[src/rtl/cfg_pattern_guard_pkg.sv]
package cfg_pattern_guard_pkg;

  typedef enum logic {
    SEQ_IDLE  = 1'b0,
    SEQ_ARMED = 1'b1
  } seq_state_e;

  typedef struct packed {
    logic div_low;
    logic div_ok;
    logic cnt_on;
    logic src_wr;
    logic clk_wr;
  } snoop_evt_t;

  localparam int unsigned NUM_SHADOWS = 2;
  localparam int unsigned SH_CLK      = 0;
  localparam int unsigned SH_SRC      = 1;

endpackage

[src/rtl/cfg_pattern_guard_decode.sv]
module cfg_pattern_guard_decode
  import cfg_pattern_guard_pkg::*;
#(
  parameter int unsigned ADDR_W   = 32,
  parameter int unsigned SHADOW_W = 16,
  parameter int unsigned DIV_OFS  = 'h228,
  parameter int unsigned CNT_OFS  = 'h220,
  parameter int unsigned CLK_OFS  = 'h300,
  parameter int unsigned SAFE_DIV = 45
) (
  input  logic [ADDR_W-1:0]   base_addr_i,
  input  logic                snoop_valid_i,
  input  logic                snoop_is_mem_i,
  input  logic [ADDR_W-1:0]   snoop_addr_i,
  input  logic [SHADOW_W-1:0] snoop_data_i,
  output snoop_evt_t          evt_o
);

  logic [ADDR_W-1:0] ofs;
  logic              hit;
  logic              at_div, at_cnt, at_clk;

  assign ofs    = snoop_addr_i - base_addr_i;
  assign hit    = snoop_valid_i && snoop_is_mem_i;
  assign at_div = hit && (ofs == ADDR_W'(DIV_OFS));
  assign at_cnt = hit && (ofs == ADDR_W'(CNT_OFS));
  assign at_clk = hit && (ofs == ADDR_W'(CLK_OFS));

  always_comb begin
    evt_o         = '0;
    evt_o.div_low = at_div && (snoop_data_i <  SHADOW_W'(SAFE_DIV));
    evt_o.div_ok  = at_div && (snoop_data_i >= SHADOW_W'(SAFE_DIV));
    evt_o.cnt_on  = at_cnt && snoop_data_i[0];
    evt_o.src_wr  = at_cnt;
    evt_o.clk_wr  = at_clk;
  end

endmodule

[src/rtl/cfg_pattern_guard_seq.sv]
module cfg_pattern_guard_seq
  import cfg_pattern_guard_pkg::*;
(
  input  logic clk_i,
  input  logic rst_ni,
  input  logic div_low_i,
  input  logic div_ok_i,
  input  logic cnt_on_i,
  output logic match_o
);

  seq_state_e state_q, state_d;

  always_comb begin
    state_d = state_q;
    unique case (state_q)
      SEQ_IDLE:  if (div_low_i) state_d = SEQ_ARMED;
      // setter-only writes keep the sequencer armed
      SEQ_ARMED: if (div_low_i || div_ok_i || cnt_on_i) state_d = SEQ_IDLE;
      default:   state_d = SEQ_IDLE;
    endcase
  end

  assign match_o = (state_q == SEQ_ARMED) && cnt_on_i;

  always_ff @(posedge clk_i or negedge rst_ni) begin
    if (!rst_ni) state_q <= SEQ_IDLE;
    else         state_q <= state_d;
  end

endmodule

[src/rtl/cfg_pattern_guard_shadow.sv]
module cfg_pattern_guard_shadow #(
  parameter int unsigned W = 16
) (
  input  logic         clk_i,
  input  logic         rst_ni,
  input  logic         load_i,
  input  logic [W-1:0] data_i,
  output logic [W-1:0] next_o
);

  logic [W-1:0] q;

  // same-cycle write is visible to the match check
  assign next_o = load_i ? data_i : q;

  always_ff @(posedge clk_i or negedge rst_ni) begin
    if (!rst_ni) q <= '0;
    else         q <= next_o;
  end

endmodule

[src/rtl/cfg_pattern_guard_req.sv]
module cfg_pattern_guard_req #(
  parameter int unsigned ADDR_W   = 32,
  parameter int unsigned DATA_W   = 32,
  parameter int unsigned SHADOW_W = 16,
  parameter int unsigned DIV_OFS  = 'h228,
  parameter int unsigned SAFE_DIV = 45
) (
  input  logic                 clk_i,
  input  logic                 rst_ni,
  input  logic                 fire_i,
  input  logic [ADDR_W-1:0]    base_addr_i,
  output logic                 req_valid_o,
  input  logic                 req_ready_i,
  output logic [ADDR_W-1:0]    req_addr_o,
  output logic [DATA_W-1:0]    req_data_o,
  output logic                 req_is_mem_o,
  output logic [DATA_W/8-1:0]  req_be_o
);

  localparam int unsigned BE_W     = DATA_W / 8;
  localparam int unsigned SH_BYTES = SHADOW_W / 8;
  localparam logic [BE_W-1:0] FIX_BE = BE_W'((1 << SH_BYTES) - 1);

  always_ff @(posedge clk_i or negedge rst_ni) begin
    if (!rst_ni) begin
      req_valid_o  <= 1'b0;
      req_addr_o   <= '0;
      req_data_o   <= '0;
      req_is_mem_o <= 1'b0;
      req_be_o     <= '0;
    end else if (req_valid_o) begin
      // pending: matches are dropped, only the handshake moves
      if (req_ready_i) req_valid_o <= 1'b0;
    end else if (fire_i) begin
      req_valid_o  <= 1'b1;
      req_addr_o   <= base_addr_i + ADDR_W'(DIV_OFS);
      req_data_o   <= DATA_W'(SAFE_DIV);
      req_is_mem_o <= 1'b1;
      req_be_o     <= FIX_BE;
    end
  end

endmodule

[src/rtl/cfg_pattern_guard.sv]
module cfg_pattern_guard
  import cfg_pattern_guard_pkg::*;
#(
  parameter int unsigned ADDR_W     = 32,
  parameter int unsigned DATA_W     = 32,
  parameter int unsigned SHADOW_W   = 16,
  parameter int unsigned DIV_OFS    = 'h228,
  parameter int unsigned CNT_OFS    = 'h220,
  parameter int unsigned CLK_OFS    = 'h300,
  parameter int unsigned SAFE_DIV   = 45,
  parameter int unsigned SEL_LSB    = 1,
  parameter int unsigned CLK_UNSAFE = 1,
  parameter int unsigned SRC_UNSAFE = 0
) (
  input  logic                 clk_i,
  input  logic                 rst_ni,
  input  logic [ADDR_W-1:0]    base_addr_i,
  input  logic                 snoop_valid_i,
  input  logic                 snoop_is_mem_i,
  input  logic [ADDR_W-1:0]    snoop_addr_i,
  input  logic [SHADOW_W-1:0]  snoop_data_i,
  output logic                 req_valid_o,
  input  logic                 req_ready_i,
  output logic [ADDR_W-1:0]    req_addr_o,
  output logic [DATA_W-1:0]    req_data_o,
  output logic                 req_is_mem_o,
  output logic [DATA_W/8-1:0]  req_be_o
);

  localparam int unsigned SEL_W = 2;

  snoop_evt_t    evt;
  logic          match;
  logic          fire;
  logic [SHADOW_W-1:0] sh_next [NUM_SHADOWS];
  logic [NUM_SHADOWS-1:0] sh_load;
  logic [SEL_W-1:0] clk_sel, src_sel;

  cfg_pattern_guard_decode #(
    .ADDR_W   (ADDR_W),
    .SHADOW_W (SHADOW_W),
    .DIV_OFS  (DIV_OFS),
    .CNT_OFS  (CNT_OFS),
    .CLK_OFS  (CLK_OFS),
    .SAFE_DIV (SAFE_DIV)
  ) u_decode (
    .base_addr_i    (base_addr_i),
    .snoop_valid_i  (snoop_valid_i),
    .snoop_is_mem_i (snoop_is_mem_i),
    .snoop_addr_i   (snoop_addr_i),
    .snoop_data_i   (snoop_data_i),
    .evt_o          (evt)
  );

  cfg_pattern_guard_seq u_seq (
    .clk_i     (clk_i),
    .rst_ni    (rst_ni),
    .div_low_i (evt.div_low),
    .div_ok_i  (evt.div_ok),
    .cnt_on_i  (evt.cnt_on),
    .match_o   (match)
  );

  assign sh_load[SH_CLK] = evt.clk_wr;
  assign sh_load[SH_SRC] = evt.src_wr;

  for (genvar g = 0; g < NUM_SHADOWS; g++) begin : g_shadow
    cfg_pattern_guard_shadow #(
      .W (SHADOW_W)
    ) u_shadow (
      .clk_i  (clk_i),
      .rst_ni (rst_ni),
      .load_i (sh_load[g]),
      .data_i (snoop_data_i),
      .next_o (sh_next[g])
    );
  end

  assign clk_sel = sh_next[SH_CLK][SEL_LSB +: SEL_W];
  assign src_sel = sh_next[SH_SRC][SEL_LSB +: SEL_W];
  assign fire    = match && (clk_sel == SEL_W'(CLK_UNSAFE))
                         && (src_sel == SEL_W'(SRC_UNSAFE));

  cfg_pattern_guard_req #(
    .ADDR_W   (ADDR_W),
    .DATA_W   (DATA_W),
    .SHADOW_W (SHADOW_W),
    .DIV_OFS  (DIV_OFS),
    .SAFE_DIV (SAFE_DIV)
  ) u_req (
    .clk_i        (clk_i),
    .rst_ni       (rst_ni),
    .fire_i       (fire),
    .base_addr_i  (base_addr_i),
    .req_valid_o  (req_valid_o),
    .req_ready_i  (req_ready_i),
    .req_addr_o   (req_addr_o),
    .req_data_o   (req_data_o),
    .req_is_mem_o (req_is_mem_o),
    .req_be_o     (req_be_o)
  );

endmodule

[config.mk]
export PLATFORM = sky130hd
export DESIGN_NAME = cfg_pattern_guard
export DESIGN_NICKNAME = d
export VERILOG_FILES = /design/src/rtl/cfg_pattern_guard_pkg.sv /design/src/rtl/cfg_pattern_guard_decode.sv /design/src/rtl/cfg_pattern_guard_seq.sv /design/src/rtl/cfg_pattern_guard_shadow.sv /design/src/rtl/cfg_pattern_guard_req.sv /design/src/rtl/cfg_pattern_guard.sv
export SDC_FILE = /design/constraint.sdc
export NUM_CORES = 1
export LEC_CHECK = 0
export BUFFER_PORTS_ARGS = -buffer_cell sky130_fd_sc_hd__buf_2
export CORE_MARGIN = 2
export CORE_UTILIZATION = 53
export DETAILED_ROUTE_END_ITERATION = 10
export GPL_TIMING_DRIVEN = 0
export PLACE_DENSITY_LB_ADDON = 0.05
export SLEW_MARGIN = 20
export SYNTH_ARGS = -nofsm -noshare
export SYNTH_HDL_FRONTEND = slang
export SYNTH_SLANG_ARGS = --single-unit
[constraint.sdc]
create_clock -name clk_i -period 2.4 [get_ports clk_i]
set_input_delay 0.24 -clock clk_i [delete_from_list [all_inputs] [get_ports clk_i]]
set_output_delay 0.24 -clock clk_i [all_outputs]
set_load 0.01 [all_outputs]
Word level (Yosys, flattened, before mapping)
Index checks and enable logic that the tools add are counted.

storage, ports and cells
  input bits = 85
  flip-flop bits (word level) = 43
  output and inout port bits = 70
  logic and storage cells = 42

cells by class
  $lt $le $gt $ge = 2
  reductions and logical operators = 14
  bitwise logic cells = 2
  eq/ne operators = 4
  mux-type cells = 8
  add/subtract/negate cells = 2

operators with widths
  cell                      number
  $eq A32 B10 Y1 const B    3
  $add A32 B10 Y32 const B  1
  $sub A32 B32 Y32          1
  $ge A16 B6 Y1 const B     1
  $lt A16 B6 Y1 const B     1
  $logic_and A1 B1 Y1       10
  $mux W3                   2
  $mux W1                   5
  $eq A2 B1 Y1 const B      1
  $logic_not A2 Y1          1
  $logic_or A1 B1 Y1        2
  $not A1 Y1                2
  $pmux W1 S2               1
  $reduce_and A2 Y1         1

Longest topological paths before layout
Gate-level depths: netlist of the first run.

  word-level depth = 9
  gate-level depth with buffers = 14
  gate-level depth less buffers = 12

By module
Synthesis of the first run repeated with hierarchy kept, for this count alone.

second synthesis, totals
  cell total of the unflattened synthesis = 692
  area, all modules = 5,860.6 µm²

modules (own cells, without submodules)
  module                    instances  area an instance (µm²)  cells each
  cfg_pattern_guard_decode  1          2,367.3                 371
  cfg_pattern_guard_req     1          2,129.5                 246
  cfg_pattern_guard_shadow  2          649.4                   34
  cfg_pattern_guard_seq     1          51.3                    5
  cfg_pattern_guard         1          13.8                    2

Least setup slack after synthesis of the first run
OpenSTA, ideal clock, no wires.

  path type = input -> register
  from = input base_addr_i[14]
  to = register u_req.req_addr_o[10]
  slack = -1,172 ps
  cell stages on the path = 14
  buffers on the path = 2
  setup time = 125 ps
  arrival time = 3,447 ps
  data required time = 2,275 ps
  cells stage by stage = inv_1 > ha_1 > clkbuf_1 > nand2_1 > o21ai_0 > a41o_1 > inv_1 > or3_1 > mux2i_1 > or4b_1 > a2111o_1 > nor3_4 > buf_6 > mux2_4

on the way
  longest elaborated chain between the ends = 8
  elaborated cells on any way between the ends = 14

RTL lines
  element                                              line                                                            RTL
  start: declaration                                   cfg_pattern_guard.sv:17                                         input logic [ADDR_W-1:0] base_addr_i,
  $sub A32 B32 Y32 *                                   cfg_pattern_guard_decode.sv:23                                  assign ofs = snoop_addr_i - base_addr_i;
  $eq A32 B10 Y1 (on tied branches)                    cfg_pattern_guard_decode.sv:27, cfg_pattern_guard_decode.sv:26
  $logic_and A1 B1 Y1 (on tied branches)               cfg_pattern_guard_decode.sv:27, cfg_pattern_guard_decode.sv:26
  $mux W3 or $logic_and A1 B1 Y1 (tied branches)       cfg_pattern_guard_shadow.sv:14, cfg_pattern_guard_decode.sv:33
  $eq A2 B1 Y1 or $logic_and A1 B1 Y1 (tied branches)  cfg_pattern_guard.sv:81, cfg_pattern_guard_seq.sv:24
  $logic_and A1 B1 Y1                                  cfg_pattern_guard.sv:81                                         assign fire = match && (clk_sel == SEL_W'(CLK_UNSAFE))
  $logic_and A1 B1 Y1 *                                cfg_pattern_guard.sv:82                                         && (src_sel == SEL_W'(SRC_UNSAFE));
  $reduce_and A2 Y1 (no line) *                        --
  end signal: assignment                               cfg_pattern_guard_req.sv:36                                     req_addr_o <= base_addr_i + ADDR_W'(DIV_OFS);
  end: declaration                                     cfg_pattern_guard_req.sv:14                                     output logic [ADDR_W-1:0] req_addr_o,

Mark *: on every way between the ends. The rest lies on a longest branch, timed or not.
A chain may end at the register's enable or synchronous reset.

Worst setup path in the final report of the first run
  from = input base_addr_i[1]
  to = register u_req.req_addr_o[18]

on the way
  longest elaborated chain between the ends = 8
  elaborated cells on any way between the ends = 15

RTL lines
  element                                              line
  $sub A32 B32 Y32                                     cfg_pattern_guard_decode.sv:23
  $eq A32 B10 Y1 (on tied branches)                    cfg_pattern_guard_decode.sv:27, cfg_pattern_guard_decode.sv:26
  $logic_and A1 B1 Y1 (on tied branches)               cfg_pattern_guard_decode.sv:27, cfg_pattern_guard_decode.sv:26
  $mux W3 or $logic_and A1 B1 Y1 (tied branches)       cfg_pattern_guard_shadow.sv:14, cfg_pattern_guard_decode.sv:33
  $eq A2 B1 Y1 or $logic_and A1 B1 Y1 (tied branches)  cfg_pattern_guard.sv:81, cfg_pattern_guard_seq.sv:24
  $logic_and A1 B1 Y1                                  cfg_pattern_guard.sv:81
  $logic_and A1 B1 Y1                                  cfg_pattern_guard.sv:82
  $reduce_and A2 Y1 (no line)                          --

Parallel ways exist; a longest one is shown, timed or not.

==> impl.org, run 1 <==
** Place
- Number of I/O port buffers :: between 100 and 150
- Detailed-placement wirelength estimate :: ~12,000 um
- The congestion estimate from routability-driven global placement came to ~0.92.
- After detailed placement, the total cell area comes to just under 6000 um2.

** Power
- Of the total power, combinational logic draws 0.528.
- Power density relative to cell area :: around 360 nW/um2
- Summed over all cells, the static leakage comes to ~0.0034 uW.
- Of the total power, the share spent switching nets is 0.375.
- Clock share of power :: 0.228
- In this run the power spent charging and discharging nets is about 960 uW.
- IR analysis of the VDD net gives a maximum drop of around 0.32 mV.
- Sequential power share :: 0.244
- Internal power :: ~1600 uW
- After layout, the design draws a total of between 2000 and 3000 uW.

** Floorplan
- During I/O placement, the number of pins put on the boundary was about 160.
- Core ar. :: about 8700 um2
- The die covers 9770 um2.
- Starting utilization of the core area :: 0.546
- Vertical die dimension :: between 90 and 100 um
- Number of placement rows :: 34
- The die is ~100 um wide.

** Route
- Remaining DRCs :: 0
- Router iterations before antenna repair :: 6
- Via Count :: 5,257
- Average wire per standard cell :: approximately 18 um
- Routed vias/inst :: ~6
- For this block, the routed nets add up to approximately 16,000 um of wire.
- DRC violation total after the first TritonRoute iteration :: ~280
- Antenna Nets Post-Route :: 0

** Clock network
- CTS clk-pin slew, worst paths :: 0.08 ns
- The H-tree was split into 2 levels.
- TritonCTS created 5 clock buffers.
- The cell sitting at the root of the clock tree is a sky130_fd_sc_hd__clkbuf_8.
- Total clock sinks :: 37
- CTS Buffer Depth :: 2
- Clock insertion delay at the later pin of the skew report :: roughly 0.30 ns
- TritonCTS clock tree :: yes

** Synth
- Top FF cell, synth :: sky130_fd_sc_hd__dfrtp_1
- Warnings, synthesis :: 0
- The share of synthesized area in the top cell type comes to 0.194.
- Leading post-synthesis cells by cell area :: sky130_fd_sc_hd__dfrtp_1 (19%), sky130_fd_sc_hd__mux2_4 (8.8%), sky130_fd_sc_hd__ha_1 (8.4%)
- Number of distinct standard cells referenced by the synthesized netlist :: between 70 and 80
- Syn_area_per_cell :: between 8 and 9 um2
- Count of flip-flops with a built-in enable after synthesis :: 0
- Sequential cell area fraction in the yosys report :: 0.194
- Asr flop ratio synth :: 1.00
- Synthesized instance count :: roughly 570
- The biggest area contributor in the post-synthesis netlist is sky130_fd_sc_hd__dfrtp_1.
- Cell area after technology mapping :: around 4800 um2
- Synthesis inferred 37 register bits.

** STA
- The max-slew violation count is 0.
- Clock Skews :: about 0.0079 ns
- The worst pin sits at a relative slew slack of 0.433.
- Minimum period implied by the final worst setup slack :: 3.57 ns
- Post-route fraction of the period consumed by the critical path :: 1.49
- Tightest hold margin :: about 0.042 ns
- Unrepaired setup endpoints after global routing :: true
- Derived from the worst setup path, the maximum achievable clock frequency is between 0.2 and 0.3 GHz.
- After routing, the total negative slack on setup checks comes to -40.93 ns.
- At the pin with the least slew margin, the transition time is around 0.85 ns.
- Setup violations remaining at the end of the flow were counted as 37.
- Slack of the critical path :: -1.17 ns
- The number of hold violations in the final report came to 0.

** GRT
- GRT Util Overall :: 0.320
- The initial antenna violation count was 0.
- Via count of the first global-routing pass :: between 5,000 and 6,000
- Largest net degree at the start of global routing :: 38
- First-pass GRT wire length :: 25,400 um
- Global routing finished with a remaining overflow of 0.

** Run
- Number of maximum-capacitance constraint violations :: 0

** Run status
- The checks that failed: setup timing.
- Run status :: finished, violations left

** Worst setup path
- CP endpoint kind :: flop
- Data arrival time of the critical path :: roughly 3.8 ns
- Endpoint required time on the critical path :: around 2.6 ns
- Worst Path Max Fanout :: 5
- STA classifies the critical path startpoint as a primary input.
- WS Path Type :: primary input to flop

** Finish
- Final Util :: 0.804
- Final nets :: around 900
- The finished cells cover approximately 7000 um2.
- Of the cells placed in the final design, the portion with a size suffix greater than 1 is 0.476.
- Total of fill cells in the finished design :: approximately 570
- Area Growth Syn to Fin :: 47.2%
- Summing all multi-input logic gate instances after layout gives 4010 um2.
- Antenna Diode Count :: 0
- Registers take roughly 900 um2.

** Hold path
- Hold Path Class :: primary input to asynchronous set/reset pin
cell families after synthesis:
group                      count (synthesis)  share of synthesized area
xor gates and xnor gates                  40                     0.0735
other                                      1                   0.000787
AOI/OAI and AO/OA                        149                      0.222
muxes                                     40                      0.116
and+or+nand+nor                          173                      0.192
buffers and inverters                    101                      0.118
DFF                                       37                      0.194
adders and majority gates                 32                     0.0840
cell type report:
class / instances / share of cell area
Buffer: 50 / 0.0605
Timing Repair Buffer: 181 / 0.173
Clock buffer: 7 / 0.0123
Clock inverter: 1 / 0.00428
Inverter: 43 / 0.0269
Multi-Input combinational cell: 464 / 0.572
Tap cell: 108 / 0.0193
Sequential cell: 37 / 0.132
power groups by stage:
stage	Sequential, uW	Clock, uW	Combinational [uW]
2_1_floorplan	635	0	750
3_3_place_gp	635	0	1000
3_5_place_dp	635	0	1030
6_report	623	581	1350
5_1_grt	623	609	1450
4_1_cts	623	579	1230
registers in the layout (all words and copies together), names as in the netlist:
name	cells
g_shadow.u_shadow.q	2
u_req.req_addr_o	32
u_req.req_be_o	1
u_req.req_valid_o	1
u_seq.state_q	1
what timing repair did:
item | 4_1_cts | 5_1_grt
gates cloned | 1 | 2
hold buffers | 0 | 0
endpoints found under the setup margin | 37 | 37
pin swaps | 44 | 14
buffers inserted | 46 | 11
gates resized for setup | 94 | 35
routing by layer:
| metal | GRT usage | share of wire |
|---|---|---|
| met4 | 0.135 | 0.039 |
| met3 | 0.0652 | 0.070 |
| met2 | 0.572 | 0.51 |
| met5 | 0 | 0 |
| met1 | 0.369 | 0.38 |
Yosys cell counts, drive strengths merged (9+ instances only):
| cell type | count |
|---|---|
| o21a | 9 |
| and3 | 9 |
| nand2 | 43 |
| nand3 | 17 |
| o21ai | 26 |
| dfrtp | 37 |
| nor3 | 20 |
| nor2 | 26 |
| nand4 | 13 |
| ha | 32 |
| xnor2 | 35 |
| a21oi | 36 |
| clkbuf | 10 |
| inv | 43 |
| buf | 48 |
| a21o | 14 |
| mux2 | 37 |
layout by cell type, fill, tap and decap left out, drive strengths merged, types with 6 or more instances in the layout:
cell type / count
buf: 223
nand2: 43
inv: 43
dfrtp: 37
mux2: 37
a21oi: 36
xnor2: 35
ha: 32
conb: 30
nor2: 26
o21ai: 26
nor3: 20
nand3: 17
clkbuf: 15
a21o: 14
nand4: 13
and3: 9
o21a: 9
or3: 8
o211ai: 6
o21bai: 6
or2: 6
a211oi: 6
a31oi: 6
final timing paths:
path / start / to / slack (ns) / cells after the start
worst max-delay path: base_addr_i[1] / u_req.req_addr_o[18]$_DFFE_PN0P_ / -1.17 / 16
worst min-delay path: rst_ni / u_req.req_addr_o[4]$_DFFE_PN0P_ / 0.04 / 1
worst max register to register: u_seq.state_q$_DFF_PN0_ / u_req.req_addr_o[18]$_DFFE_PN0P_ / 0.33 / 8
worst min register to register: u_req.req_addr_o[6]$_DFFE_PN0P_ / u_req.req_addr_o[6]$_DFFE_PN0P_ / 0.51 / 1
max in group asynchronous: rst_ni / u_req.req_addr_o[13]$_DFFE_PN0P_ / 1.82 / 1
min in group clk_i: base_addr_i[2] / u_req.req_addr_o[2]$_DFFE_PN0P_ / 0.17 / 2
critical path, stage by stage:
cell	delay (ns)
sky130_fd_sc_hd__buf_8	0.10
sky130_fd_sc_hd__inv_4	0.04
sky130_fd_sc_hd__ha_4	0.18
sky130_fd_sc_hd__nor2b_4	0.14
sky130_fd_sc_hd__buf_6	0.12
sky130_fd_sc_hd__o21a_4	0.23
sky130_fd_sc_hd__o41ai_4	0.39
sky130_fd_sc_hd__nor2_1	0.11
sky130_fd_sc_hd__or3_4	0.39
sky130_fd_sc_hd__nor4_4	0.28
sky130_fd_sc_hd__o2111ai_2	0.16
sky130_fd_sc_hd__a2111o_1	0.46
sky130_fd_sc_hd__nor3_4	0.29
sky130_fd_sc_hd__buf_6	0.17
sky130_fd_sc_hd__clkbuf_16	0.15
sky130_fd_sc_hd__mux2_4	0.29
stage by stage:
stage	std cells	setup slack [ns]
after floorplan	602	-0.942
after global placement	834	-1.76
after detailed placement	834	-1.81
after CTS	883	-1.04
after global routing	891	-1.20
final	891	-1.17
(Power assumes the default switching activity.)
==> run 2, diff against run 1 <==
--- a/config.mk
+++ b/config.mk
@@ -11,6 +11,7 @@
 export DETAILED_ROUTE_END_ITERATION = 10
 export GPL_TIMING_DRIVEN = 0
 export PLACE_DENSITY_LB_ADDON = 0.05
+export SKIP_CTS_REPAIR_TIMING = 1
 export SLEW_MARGIN = 20
 export SYNTH_ARGS = -nofsm -noshare
 export SYNTH_HDL_FRONTEND = slang
==> run 2 against run 1 <==
The run still ends with setup timing left; cell count shrank 2.9%; clock-buffer cell count is the same; sequential power barely moved; maximum frequency decreased by 2.5%; routed wire length is 6.9% lower; core utilization shrank 4.1 points; sequential share of layout area grew 0.71 points; largest cell class unchanged; non-clock buffer count shrank 26; critical path type unchanged; hold slack worse by 0.0017 ns.
==> impl.org, run 2 (synthesis results as in run 1) <==
** Run status
- Run status :: finished, violations left
- Failing checks :: setup timing

** Finish
- Summing all flip-flop and latch instances after layout gives roughly 930 um2.
- Measured on the finished design, the core utilization comes to 0.763.
- Antenna Diode Count :: 0
- Total of fill cells in the finished design :: 620
- Final nets :: roughly 870
- Summing all multi-input logic gate instances after layout gives between 3000 and 4000 um2.
- Flip-flop count of the largest register after layout :: 32
- Commonest cells after routing, fill and taps aside :: sky130_fd_sc_hd__buf_2 (116), sky130_fd_sc_hd__buf_4 (57), sky130_fd_sc_hd__nand2_1 (42), sky130_fd_sc_hd__dfrtp_1 (37), sky130_fd_sc_hd__xnor2_1 (34)
- From synthesis to final layout, the design area changed by 39.7%.
- Fin area :: between 6000 and 7000 um2
- Ranked by flip-flop count, first place goes to u_req.req_addr_o.
- In the final layout, the registers with the most flip-flops are u_req.req_addr_o (32), g_shadow.u_shadow.q (2).
- In the final layout, the share of cells above drive strength 1 is 0.446.
- The library cell used most frequently in the layout, excluding fill and tap cells, is sky130_fd_sc_hd__buf_2.

** Clock network
- The H-tree was split into 2 levels.
- Clock tree synthesis inserted a total of 5 buffers.
- Total clock sinks :: 37
- TritonCTS clock tree :: yes
- The root buffer cell chosen for the clock tree is sky130_fd_sc_hd__clkbuf_8.
- Clock insertion delay at the later pin of the skew report :: approximately 0.30 ns
- CTS clk-pin slew, worst paths :: 0.08 ns
- CTS Buffer Depth :: 2

** GRT
- The first global-routing pass estimated 23,000 um of wire.
- Entering global routing, the biggest net connects 38 pins.
- Via count of the first global-routing pass :: 4,799
- Across every metal layer, demand over resource in global routing totals 0.288.
- The initial antenna violation count was 0.
- GRT Residual Overflow :: 0

** Power
- Leakage power :: between 0.003 and 0.004 uW
- For this design the ratio of total power to cell area is ~360 nW/um2.
- IR analysis of the VDD net gives a maximum drop of 0.324 mV.
- Pwr Total :: 2420 uW

** STA
- Final Slew Violations :: 0
- For the finished layout, the period the worst path requires is between 3 and 4 ns.
- Endpoints failing setup :: 37
- Final hold violation count :: 0
- Clock Skews :: slightly above 0.008 ns
- Post-route fraction of the period consumed by the critical path :: 1.52
- Unrepaired setup endpoints after global routing :: true
- Timing would allow up to approximately 0.27 GHz.
- Once routing completed, OpenROAD measured the worst setup slack at -1.26 ns.
- Adding up every negative setup slack in the final design gives -42.56 ns.
- Slew HR :: 0.438
- Slew of the pin with the lowest slew margin :: 0.843 ns

** Worst setup path
- Endpoint required time on the critical path :: ~2.6 ns
- Data on the critical path arrives at its endpoint at 3.84 ns.
- Setup crit start kind :: primary input
- CP endpoint kind :: flop
- In this run the critical register-to-register path is launched from u_seq.state_q$_DFF_PN0_.
- WS Path Type :: primary input to flop
- In this run the worst setup path begins at base_addr_i[6].
- Worst Path Max Fanout :: 7

** Floorplan
- Core ar. :: about 8700 um2
- The floorplan step set the die width to around 100 um.
- Number of placement rows :: 34
- The initial utilization of the core area, before any placement, comes to 0.546.
- Vertical die dimension :: 98.8 um
- The die covers 9770 um2.
- Number of primary I/O pins :: 155

** Route
- Dividing the detail-routed wire length by the instance count gives about 18 um.
- DRC violation total after the first TritonRoute iteration :: around 170
- Once detail routing completed, the nets flagged for antenna violations numbered 0.
- Router iterations before antenna repair :: 5
- Routed vias/inst :: 5.79
- Routed wire length :: between 15,000 and 20,000 um
- Remaining DRCs :: 0
- The routed layout has between 5,000 and 6,000 vias.

** Hold path
- Hold Path Class :: primary input to asynchronous set/reset pin

** Place
- The HPWL after detailed placement is roughly 12,000 um.
- Number of I/O port buffers :: about 120
- Routability-driven placement finished with a final weighted congestion of about 0.92.
- The placed instances occupy a cell area of roughly 5900 um2.

** Run
- Number of maximum-capacitance constraint violations :: 0
==> run 2: area by class of cell <==
cell class | count | area share
multi-input combinational | 464 | 0.589
timing repair buffer | 152 | 0.139
sequential | 37 | 0.139
buffer | 53 | 0.0665
inverter | 43 | 0.0280
tap | 108 | 0.0203
clock buffer | 7 | 0.0130
clock inverter | 1 | 0.00451
==> run 2: layer usage <==
layer	routed length (um)	GRT usage	vias up
li1	-	-	2391
met1	6330	0.350	2368
met2	7560	0.511	220
met3	956	0.0553	33
met4	389	0.0959	0
met5	0	0	-
==> run 2: worst max-delay path: stages <==
cell and delay, ns:
sky130_fd_sc_hd__buf_8 0.09, sky130_fd_sc_hd__inv_4 0.04, sky130_fd_sc_hd__ha_4 0.29, sky130_fd_sc_hd__a21o_1 0.19
sky130_fd_sc_hd__nor2_2 0.06, sky130_fd_sc_hd__a21o_1 0.21, sky130_fd_sc_hd__o21a_1 0.23, sky130_fd_sc_hd__or3_4 0.42
sky130_fd_sc_hd__mux2i_4 0.20, sky130_fd_sc_hd__or4b_1 0.46, sky130_fd_sc_hd__a2111o_1 0.45, sky130_fd_sc_hd__nor3_4 0.26
sky130_fd_sc_hd__buf_12 0.17, sky130_fd_sc_hd__buf_4 0.11, sky130_fd_sc_hd__buf_6 0.12, sky130_fd_sc_hd__mux2_4 0.30
==> run 2: where the power goes <==
group / internal [uW] / switching, uW / leakage (uW) / total, uW
Combinational: 553 / 669 / 0.00264 / 1220
Clock: 339 / 240 / 0.0000585 / 579
Sequential: 623 / 0.000000253 / 0.000517 / 623
Total: 1510 / 908 / 0.00322 / 2420
==> run 2: path summary, 6_finish.rpt <==
check | to | slack, ns | cells past startpoint
max | u_req.req_addr_o[6]$_DFFE_PN0P_ | -1.26 | 16
min | u_req.req_addr_o[3]$_DFFE_PN0P_ | 0.04 | 1
max reg2reg | u_req.req_addr_o[6]$_DFFE_PN0P_ | 0.34 | 9
min reg2reg | u_req.req_addr_o[6]$_DFFE_PN0P_ | 0.51 | 1
max in group asynchronous | u_req.req_addr_o[13]$_DFFE_PN0P_ | 1.83 | 1
min in group clk_i | u_req.req_addr_o[1]$_DFFE_PN0P_ | 0.16 | 2
==> run 2: per-stage QoR <==
stage                     worst slack [ns]  std cells  hold WS [ns]
after global placement               -1.76        834         0.377
after CTS                            -1.50        842        0.0714
final                                -1.26        865        0.0399
after detailed placement             -1.81        834         0.396
after floorplan                     -0.942        602       -0.0556
after global routing                 -1.33        865         0.108
